$ cat src/rtl/dacreg_pkg.sv
package dacreg_pkg;
  localparam int BYTE_W = 8;

  function automatic int lanes_for(input int bits);
    return (bits + BYTE_W - 1) / BYTE_W;
  endfunction

  function automatic int lane_width(input int bits, input int lane);
    int rest;
    rest = bits - lane * BYTE_W;
    return (rest >= BYTE_W) ? BYTE_W : rest;
  endfunction
endpackage

$ cat src/rtl/dacreg_rst_sync.sv
module dacreg_rst_sync #(
  parameter int STAGES = 2
) (
  input  logic clk,
  input  logic rst_n,
  output logic rst_n_sync
);
  logic [STAGES-1:0] chain_q;
  logic [STAGES-1:0] chain_d;

  always_comb begin
    chain_d = {chain_q[STAGES-2:0], 1'b1};
  end

  always_ff @(posedge clk or negedge rst_n) begin
    if (!rst_n) chain_q <= '0;
    else        chain_q <= chain_d;
  end

  assign rst_n_sync = chain_q[STAGES-1];
endmodule

$ cat src/rtl/dacreg_shadow.sv
module dacreg_shadow
  import dacreg_pkg::*;
#(
  parameter int CODE_W    = 12,
  parameter int ADDR_W    = 8,
  parameter int BASE_ADDR = 'h30
) (
  input  logic              clk,
  input  logic              rst_n,
  input  logic              wr_en,
  input  logic [ADDR_W-1:0] wr_addr,
  input  logic [BYTE_W-1:0] wr_data,
  input  logic [ADDR_W-1:0] rd_addr,
  output logic [BYTE_W-1:0] rd_data,
  output logic [CODE_W-1:0] shadow_o
);
  localparam int NUM_LANES = lanes_for(CODE_W);

  logic [BYTE_W-1:0] lane_rd [NUM_LANES];

  for (genvar g = 0; g < NUM_LANES; g++) begin : g_lane
    localparam int LW = lane_width(CODE_W, g);
    localparam logic [ADDR_W-1:0] LANE_ADDR = ADDR_W'(BASE_ADDR + g);

    logic [LW-1:0] lane_q;
    logic [LW-1:0] lane_d;
    logic          lane_we;
    logic [BYTE_W-1:0] lane_ext;

    assign lane_we = wr_en && (wr_addr == LANE_ADDR);

    always_comb begin
      lane_d = lane_q;
      if (lane_we) lane_d = wr_data[LW-1:0];
    end

    always_ff @(posedge clk or negedge rst_n) begin
      if (!rst_n) lane_q <= '0;
      else        lane_q <= lane_d;
    end

    always_comb begin
      lane_ext = '0;
      lane_ext[LW-1:0] = lane_q;
      lane_rd[g] = (rd_addr == LANE_ADDR) ? lane_ext : '0;
    end

    assign shadow_o[g*BYTE_W +: LW] = lane_q;
  end

  always_comb begin
    rd_data = '0;
    for (int k = 0; k < NUM_LANES; k++) rd_data = rd_data | lane_rd[k];
  end
endmodule

$ cat src/rtl/dacreg_hold.sv
module dacreg_hold #(
  parameter int CODE_W = 12
) (
  input  logic              clk,
  input  logic              rst_n,
  input  logic              latch_strb,
  input  logic [CODE_W-1:0] shadow_i,
  output logic [CODE_W-1:0] code_o
);
  logic [CODE_W-1:0] code_q;
  logic [CODE_W-1:0] code_d;

  always_comb begin
    code_d = code_q;
    if (latch_strb) code_d = shadow_i;
  end

  always_ff @(posedge clk or negedge rst_n) begin
    if (!rst_n) code_q <= '0;
    else        code_q <= code_d;
  end

  assign code_o = code_q;
endmodule

$ cat src/rtl/dacreg_top.sv
module dacreg_top
  import dacreg_pkg::*;
#(
  parameter int CODE_W      = 12,
  parameter int ADDR_W      = 8,
  parameter int BASE_ADDR   = 'h30,
  parameter int SYNC_STAGES = 2
) (
  input  logic              clk,
  input  logic              rst_n,
  input  logic              wr_en,
  input  logic [ADDR_W-1:0] wr_addr,
  input  logic [BYTE_W-1:0] wr_data,
  input  logic [ADDR_W-1:0] rd_addr,
  output logic [BYTE_W-1:0] rd_data,
  input  logic              latch_strb,
  output logic [CODE_W-1:0] dac_code
);
  logic              rst_n_sync;
  logic [CODE_W-1:0] shadow_w;

  dacreg_rst_sync #(.STAGES(SYNC_STAGES)) u_rst_sync (
    .clk        (clk),
    .rst_n      (rst_n),
    .rst_n_sync (rst_n_sync)
  );

  dacreg_shadow #(
    .CODE_W    (CODE_W),
    .ADDR_W    (ADDR_W),
    .BASE_ADDR (BASE_ADDR)
  ) u_shadow (
    .clk      (clk),
    .rst_n    (rst_n_sync),
    .wr_en    (wr_en),
    .wr_addr  (wr_addr),
    .wr_data  (wr_data),
    .rd_addr  (rd_addr),
    .rd_data  (rd_data),
    .shadow_o (shadow_w)
  );

  dacreg_hold #(.CODE_W(CODE_W)) u_hold (
    .clk        (clk),
    .rst_n      (rst_n_sync),
    .latch_strb (latch_strb),
    .shadow_i   (shadow_w),
    .code_o     (dac_code)
  );
endmodule

$ cat config.mk
export PLATFORM = sky130hd
export DESIGN_NAME = dacreg_top
export DESIGN_NICKNAME = d
export VERILOG_FILES = /design/src/rtl/dacreg_pkg.sv /design/src/rtl/dacreg_rst_sync.sv /design/src/rtl/dacreg_shadow.sv /design/src/rtl/dacreg_hold.sv /design/src/rtl/dacreg_top.sv
export SDC_FILE = /design/constraint.sdc
export NUM_CORES = 1
export LEC_CHECK = 0
export BUFFER_PORTS_ARGS = -buffer_cell sky130_fd_sc_hd__buf_4
export CAP_MARGIN = 20
export CORE_MARGIN = 8
export CORE_UTILIZATION = 46
export CTS_CLUSTER_SIZE = 20
export DETAILED_ROUTE_END_ITERATION = 12
export PLACE_DENSITY_LB_ADDON = 0.3
export SYNTH_ARGS = -nofsm -noshare
export SYNTH_HDL_FRONTEND = slang
export SYNTH_SLANG_ARGS = --single-unit
export TNS_END_PERCENT = 20
$ cat constraint.sdc
create_clock -name clk -period 1.5 [get_ports clk]
set_input_delay 0.375 -clock clk [delete_from_list [all_inputs] [get_ports clk]]
set_output_delay 0.375 -clock clk [all_outputs]
set_load 0.02 [all_outputs]
==> impl.org, run 1 <==
** Power and ir drop
- The share of total power dissipated in the clock network is 0.329.
- Static Leakage :: 0.831 nW
- Combinational fraction of design power :: 0.136
- Sw power :: 0.297 mW
- Dividing total power by cell area gives a power density of 884 nW/um^2.
- Largest vdd supply drop :: 0.792 mV
- Fraction of power consumed by sequential logic :: 0.535
- Switch share :: 0.210
- Internal power of the cells :: 1.12 mW

** Floorplan
- Initial core utilization :: 0.492
- Overall die height :: 64.9 um
- Total die area :: 4210 sq um
- The floorplan step set the die width to 64.9 um.
- Top-level I/O count :: 48
- Number of placement rows :: 17
- Placeable core area :: 2230 sq um

** Layout
- Summed area of non-filler cells in the final layout :: 1600 sq um
- 0 antenna diodes ended up in the layout.
- Counting the fill cells in the layout gives 160.
- Area growth from synthesis to layout :: 45.7%
- Multi-input gate area in the final layout :: 453 sq um
- Commonest cells after routing, fill and taps aside :: 46 x sky130_fd_sc_hd__buf_4, 26 x sky130_fd_sc_hd__dfrtp_1, 24 x sky130_fd_sc_hd__mux2_2
- Summing all flip-flop and latch instances after layout gives 651 sq um.
- Of the cells placed in the final design, the portion with a size suffix greater than 1 is 0.680.
- In the final design database the tool counted 154 nets.
- Post-Layout Cell Count :: 153
- Most common cell after layout, fill and taps aside :: sky130_fd_sc_hd__buf_4

** Logic synthesis
- Post-synthesis instance area :: 1100 sq um
- Cells after synthesis :: 73
- For this run, the register share of the synthesized area comes to 0.592.
- Counting flops and latches in the post-synthesis netlist gives 26.
- Of all cell types, the one taking the most synthesized area is sky130_fd_sc_hd__dfrtp_1.
- The share of synthesized area in the top cell type comes to 0.592.
- Distinct cell type count of the synthesized netlist :: 15
- Averaged over all synthesized cells, the footprint is 15.0 sq um.
- During synthesis, Yosys emitted a total of 0 warnings.
- Total nets after synthesis :: 101
- Cell types occupying the most area after synthesis :: sky130_fd_sc_hd__dfrtp_1 59%, sky130_fd_sc_hd__mux2_2 25%, sky130_fd_sc_hd__mux2i_1 3.6%

** Placement
- At the end of routability-driven placement, the weighted congestion stood at 0.770.
- After detailed placement, the design holds a cell count of 148.
- Once placement finished, the instance area stood at 1520 sq um.
- Count of buffers from port buffering :: 47
- Half-perimeter wire length after detailed placement :: 1.96 mm

** Worst setup path
- Type of origin of the critical path :: input pin
- CP Class :: in -> out
- Cell type with the highest occurrence count on the critical path :: sky130_fd_sc_hd__buf_6
- Cell at the slowest stage of the critical path :: sky130_fd_sc_hd__buf_6
- Crit-path leading delay family :: simple AND/OR/NAND/NOR gates
- The signal on the critical path passes through buf_6 -> nor3_2 -> nand4_1 -> buf_6 -> nor3b_2 -> buf_4.
- For the worst setup path, the data arrival time is 1.24 ns.
- Max stage delay on crit path :: 0.17 ns
- CP Max Fanout :: 8
- For the worst setup path, the data required time is 1.12 ns.
- Kind of end point of the critical path :: primary output
- Critical path buffers and inverters :: 3

** Routing
- The routed layout has 774 vias.
- The first TritonRoute pass finished after 2 iterations.
- The detailed router finished its first iteration with 7 violations.
- After detailed routing, the total wire length is 2.56 mm.
- The detail route stage leaves a number of antenna-violating nets equal to 0.
- Via-per-instance ratio :: 5.06
- Routed length per placed instance :: 16.7 um
- DRC violation count after routing :: 0

** Timing
- Setup ws final :: -0.114 ns
- Count of final setup violators :: 8
- RSZ-0062 raised after global routing :: yes
- Fmax :: 619 MHz
- Minimum period implied by the final worst setup slack :: 1.61 ns
- Clock Skews :: 0.00841 ns
- In the finished design, the share of the clock period the worst path needs comes to 1.08.
- Pins Over Slew Limit :: 0
- Final Hold Vio Count :: 0

** Clocking
- TritonCTS clock tree :: done
- TritonCTS created 3 clock buffers.
- After clock tree synthesis, the clock-pin slew on the worst setup and hold paths is 0.14 ns.
- Counting every sink on the clock net gives 26.
- Buffers added to address setup during post-CTS repair amount to 0.
- Clock buffer depth :: 2
- The cell sitting at the root of the clock tree is a sky130_fd_sc_hd__clkbuf_4.
- The clock reaches the later pin of the worst-skew pair after 0.31 ns.
- CTS built an H-tree with a depth of 1.

** GRT
- After global routing the overflow that remains totals 0.
- The initial antenna violation count was 0.
- Maximum number of pins on one net before global-route repair :: 25
- The first global-routing pass estimated 4.23 mm of wire.
- GRT Resource Usage Total :: 0.127
- Vias in the first global route :: 914

** Outcome
- The checks that failed: setup timing.
- Result of the run :: finished with violations

** Worst hold path
- The path class of the tightest hold or removal check is reg -> async.

** Job
- Number of maximum-capacitance constraint violations :: 0
[stage by stage]
step | TNS, ns | utilization | power, mW | worst slack (ns) | hold WS [ns]
after global placement | -1.65 | 0.681 | 0.954 | -0.136 | 0.157
after detailed placement | -2.22 | 0.681 | 0.961 | -0.167 | 0.158
after CTS | -0.516 | 0.717 | 1.43 | -0.107 | 0.233
after floorplan | -1.08 | - | 0.854 | -0.162 | 0.0794
final | -0.714 | 0.717 | 1.42 | -0.114 | 0.225
after global routing | -1.31 | 0.717 | 1.48 | -0.198 | 0.265
[registers in the layout, summed over array words and instances (netlist names)]
register	count
u_hold.code_o	12
u_shadow.g_lane.lane_ext	8
u_shadow.g_lane.lane_q	4
u_rst_sync.chain_q	2
[layout make-up]
| type | instances | area share |
|---|---|---|
| sequential | 26 | 0.407 |
| tap | 28 | 0.0219 |
| timing repair buffer | 51 | 0.256 |
| clock inverter | 1 | 0.0188 |
| multi-input combinational | 44 | 0.283 |
| clock buffer | 3 | 0.0141 |
[logic make-up (layout without fill, tap and decap cells)]
| family | after synthesis | count (layout) | synth area share |
|---|---|---|---|
| other | 1 | 1 | 0.00341 |
| DFF | 26 | 26 | 0.592 |
| muxes | 28 | 28 | 0.282 |
| and+or+nand+nor | 15 | 15 | 0.104 |
| buffers and inverters | 3 | 55 | 0.0182 |
[power groups by stage]
stage / Sequential, mW / Combinational, mW / Clock, mW
3_5_place_dp: 0.771 / 0.191 / 0
4_1_cts: 0.757 / 0.196 / 0.477
6_report: 0.757 / 0.193 / 0.466
5_1_grt: 0.763 / 0.207 / 0.513
3_3_place_gp: 0.769 / 0.185 / 0
2_1_floorplan: 0.797 / 0.0577 / 0
[per-layer routing]
metal / GRT usage / up-vias / wire (um)
met2: 0.219 / 36 / 1270
met5: 0 / - / 0
met1: 0.133 / 374 / 991
li1: - / 362 / -
met4: 0.0490 / 0 / 15
met3: 0.0584 / 2 / 284
[final timing paths]
check | slack, ns | to | cells after the start | start
worst max-delay path | -0.11 | rd_data[5] | 6 | rd_addr[1]
worst min-delay path | 0.22 | u_hold.code_o[7]$_DFFE_PN0P_ | 1 | u_rst_sync.chain_q[1]$_DFF_PN0_
worst max register to register | 0.70 | u_shadow.g_lane[0].lane_ext[2]$_DFFE_PN0P_ | 1 | u_shadow.g_lane[0].lane_ext[2]$_DFFE_PN0P_
worst min register to register | 0.22 | u_hold.code_o[7]$_DFFE_PN0P_ | 1 | u_rst_sync.chain_q[1]$_DFF_PN0_
max in group asynchronous | 1.02 | u_rst_sync.chain_q[0]$_DFF_PN0_ | 2 | rst_n
min in group clk | 0.28 | u_shadow.g_lane[0].lane_ext[7]$_DFFE_PN0P_ | 2 | wr_data[7]
[Yosys cell counts]
cell type	n
sky130_fd_sc_hd__and3b_1	1
sky130_fd_sc_hd__buf_2	1
sky130_fd_sc_hd__buf_6	1
sky130_fd_sc_hd__clkbuf_1	1
sky130_fd_sc_hd__conb_1	1
sky130_fd_sc_hd__dfrtp_1	26
sky130_fd_sc_hd__mux2_2	24
sky130_fd_sc_hd__mux2i_1	4
sky130_fd_sc_hd__nand3_1	1
sky130_fd_sc_hd__nand4_1	1
sky130_fd_sc_hd__nor2_1	5
sky130_fd_sc_hd__nor3_1	1
sky130_fd_sc_hd__nor3b_1	4
sky130_fd_sc_hd__nor4b_2	1
sky130_fd_sc_hd__nor4bb_4	1
[timing repair]
item | 4_1_cts | 5_1_grt
setup endpoints to repair | 8 | 8
hold buffers | 1 | 0
pin swaps | 4 | 2
resized for setup | 4 | 0
endpoints found under the hold margin | 2 | 0
Power figures use the tool's default switching activity.
==> inputs of run 2 (changes only) <==
ABC_AREA = 1   (was unset)
CORE_UTILIZATION = 47   (was 46)
PLACE_DENSITY = 0.79   (was unset)
PLACE_DENSITY_LB_ADDON = unset   (was 0.3)
==> impl.org, run 2 <==
** Routing
- After detailed routing, the average wire length per cell comes to 14.2 um.
- Number of optimization iterations in the first detailed-route pass :: 4
- Vias after detailed routing :: 1,096
- Routed WL :: 3.06 mm
- DRC violation total after the first TritonRoute iteration :: 44
- The detail route stage leaves a number of antenna-violating nets equal to 0.
- After detailed routing, the number of vias per cell comes to 5.10.
- For this run, design rule violations remaining after detail routing come to 0.

** Worst setup path
- The critical path starts at rd_addr[3].
- CP Class :: in -> out
- Critical path data arrival time :: 1.23 ns
- Critical path buffers and inverters :: 2
- CP Max Fanout :: 5
- STA classifies the critical path endpoint as a primary output.
- Type of origin of the critical path :: input pin
- Among cell families on the critical path, the largest total delay comes from simple AND/OR/NAND/NOR gates.
- Cell Chain, Critical Path :: buf_6 -> or2_4 -> nor2_4 -> nand2_4 -> nor2_2 -> buf_6
- In this run the critical register-to-register path is launched from u_shadow.g_lane[0].lane_ext[3]$_DFFE_PN0P_.
- In this design, the stage delay of the slowest critical-path cell is 0.26 ns.
- STA puts the critical path data required time at 1.12 ns.
- The cell that appears most often on the critical path is sky130_fd_sc_hd__buf_6.
- Cell at the slowest stage of the critical path :: sky130_fd_sc_hd__or2_4

** GRT
- Global-route congestion overflow total :: 0
- GRT Resource Usage Total :: 0.146
- The via count of the first global-routing pass was 1,151.
- Maximum number of pins on one net before global-route repair :: 25
- The initial antenna violation count is 0.
- Global-route wire length before repair :: 5.06 mm

** Layout
- Summed area of non-filler cells in the final layout :: 1700 sq um
- Commonest cells after routing, fill and taps aside :: 40 x sky130_fd_sc_hd__buf_4, 37 x sky130_fd_sc_hd__nand2_1, 26 x sky130_fd_sc_hd__dfrtp_1
- 0 antenna diodes ended up in the layout.
- In the final layout, the share of cells above drive strength 1 is 0.400.
- The library cell used most frequently in the layout, excluding fill and tap cells, is sky130_fd_sc_hd__buf_4.
- Max reg flops :: 12
- Fill cells :: 193
- Relative to the synthesized area, the layout overhead comes to 39.5%.
- The finished layout holds 215 standard cells, fillers aside.
- Post-layout nets :: 214

** Timing
- Setup ws final :: -0.106 ns
- Post-route fraction of the period consumed by the critical path :: 1.07
- Pins Over Slew Limit :: 0
- Clock Skews :: 0.00166 ns
- Counting I/O delays and the setup requirement, the final critical path takes 1.61 ns.
- Count of final setup violators :: 8
- Timing would allow up to 623 MHz.
- Final hold slack :: 0.250 ns
- RSZ-0062 raised after global routing :: yes
- Final Hold Vio Count :: 0

** Floorplan
- Top-level I/O count :: 48
- The initial utilization of the core area, before any placement, comes to 0.492.
- The die is 66.9 um wide.
- The floorplan step defined a core boundary enclosing 2480 sq um.
- After floorplanning, the core was divided into 18 placement rows.
- The floorplan step defined a die boundary enclosing 4480 sq um.
- Overall die height :: 66.9 um

** Clocking
- TritonCTS clock tree :: done
- Clock-pin slew was measured on the worst setup and hold paths at 0.13 ns.
- CTS built an H-tree with a depth of 1.
- Clock buffer depth :: 2
- CTS placed an instance of sky130_fd_sc_hd__clkbuf_4 at the clock tree root.
- Number of buffers inserted during clock tree synthesis :: 3
- Worst-skew pair later-pin latency :: 0.32 ns
- The clock net in this run drives a total of 26 sinks.

** Logic synthesis
- Post-synthesis instance area :: 1220 sq um
- The share of synthesized area in the top cell type comes to 0.533.
- Cell with the most instances after synthesis :: sky130_fd_sc_hd__nand2_1
- Ranked by total cell area, the synthesized netlist is headed by sky130_fd_sc_hd__dfrtp_1 53%, sky130_fd_sc_hd__nand2_1 11%, sky130_fd_sc_hd__nand3_1 8.6%.
- The synthesized design contains 26 register bits.
- For this run, the leading register cell type out of synthesis is sky130_fd_sc_hd__dfrtp_1.
- Distinct cell type count of the synthesized netlist :: 16
- Yosys Warn Count :: 0
- Synthesized area divided by synthesized cell count :: 9.17 sq um
- After synthesis, the most frequently instantiated cells are 37 x sky130_fd_sc_hd__nand2_1, 26 x sky130_fd_sc_hd__dfrtp_1, 21 x sky130_fd_sc_hd__nand3_1.
- Cell type with the highest aggregate area in the netlist :: sky130_fd_sc_hd__dfrtp_1
- Total nets after synthesis :: 161
- Cells after synthesis :: 133
- For this run, asynchronously set or reset flops after synthesis account for 1.00.
- Of the synthesized area, sequential elements account for 0.533.
- In this run, synthesis inferred 0 flip-flops with an integrated enable.

** Power and ir drop
- Sw power :: 0.339 mW
- Internal power of the cells :: 0.998 mW
- The share of total power dissipated in sequential elements is 0.570.
- Of the total power, the clock network draws 0.263.
- In this run the power density over the cells is 786 nW/um^2.
- Switch share :: 0.253
- Static Leakage :: 0.937 nW
- The share of total power dissipated in combinational logic is 0.168.
- Total power for the finished layout comes to 1.34 mW.
- IR analysis of the VDD net gives a maximum drop of 0.555 mV.

** Placement
- Detailed placement finished with a half-perimeter wire length of 2.50 mm.
- At the end of routability-driven placement, the weighted congestion stood at 0.776.
- Standard cell area after detailed placement :: 1610 sq um
- Cell Count Post-Placement :: 210
- During placement, the flow inserted port buffers numbering 47.

** Outcome
- Result of the run :: finished with violations
- Failing checks :: setup timing

** Worst hold path
- The tightest min-delay check is of the reg -> async type.

** Job
- Number of maximum-capacitance constraint violations :: 0
run 2: changes by cell type after synthesis, sizes merged, moves of 2 or more:
cell,before,now
nor3b,4,0
mux2,24,8
a21oi,0,4
or2,0,2
nor2,5,16
mux2i,4,0
nand3,1,22
inv,0,12
nand2,0,38
run 2: routing by layer:
metal	global-route usage	wire (um)	up-vias
met5	0	0	-
li1	-	-	524
met4	0.0862	86	0
met2	0.254	1540	51
met3	0.0285	220	10
met1	0.159	1220	511
run 2: kinds of logic after synthesis:
| logic type | Yosys count | synth area share |
|---|---|---|
| AO/OA/AOI/OAI | 4 | 0.0164 |
| buffers and inverters | 15 | 0.0646 |
| flip-flops | 26 | 0.533 |
| multiplexers | 8 | 0.0738 |
| other | 1 | 0.00307 |
| AND/OR/NAND/NOR | 79 | 0.309 |
run 2: stage by stage:
step                      setup slack [ns]   util  TNS, ns
after floorplan                    -0.0190      -  -0.0762
after detailed placement            -0.145  0.651   -0.856
final                               -0.106  0.687   -0.609
after global routing                -0.128  0.687   -0.926
after CTS                           -0.102  0.687   -0.629
after global placement             -0.0868  0.651   -0.650
run 2: worst paths after layout:
path / endpoint / slack (ns) / cells past startpoint
min reg2reg: u_shadow.g_lane[1].lane_q[3]$_DFFE_PN0P_ / 0.25 / 1
min: u_shadow.g_lane[1].lane_q[3]$_DFFE_PN0P_ / 0.25 / 1
max in group asynchronous: u_hold.code_o[9]$_DFFE_PN0P_ / 1.02 / 1
max: rd_data[6] / -0.11 / 6
max reg2reg: u_hold.code_o[3]$_DFFE_PN0P_ / 0.69 / 1
min in group clk: u_shadow.g_lane[0].lane_ext[7]$_DFFE_PN0P_ / 0.27 / 3
run 2: area by class of cell:
type | count | area [sq um] | share of cell area
inverter | 12 | 45.0 | 0.0265
sequential | 26 | 651 | 0.382
timing repair buffer | 51 | 432 | 0.254
tap | 30 | 37.5 | 0.0221
clock buffer | 4 | 36.3 | 0.0213
multi-input combinational | 92 | 500 | 0.294
run 2: power groups by stage:
stage	registers (mW)	logic, mW	clock network, mW
2_1_floorplan	0.801	0.0749	0
3_3_place_gp	0.773	0.211	0
3_5_place_dp	0.775	0.220	0
4_1_cts	0.762	0.227	0.358
5_1_grt	0.767	0.246	0.383
6_report	0.761	0.224	0.351
run 2: what timing repair did:
item                                   in CTS  in global routing
endpoints found under the hold margin       2                  0
setup endpoints to repair                   8                  8
hold buffers                                1                  0
cloned                                      0                  0
gates resized for setup                    13                  0
pin swaps                                   1                  0
setup buffers                               0                  0
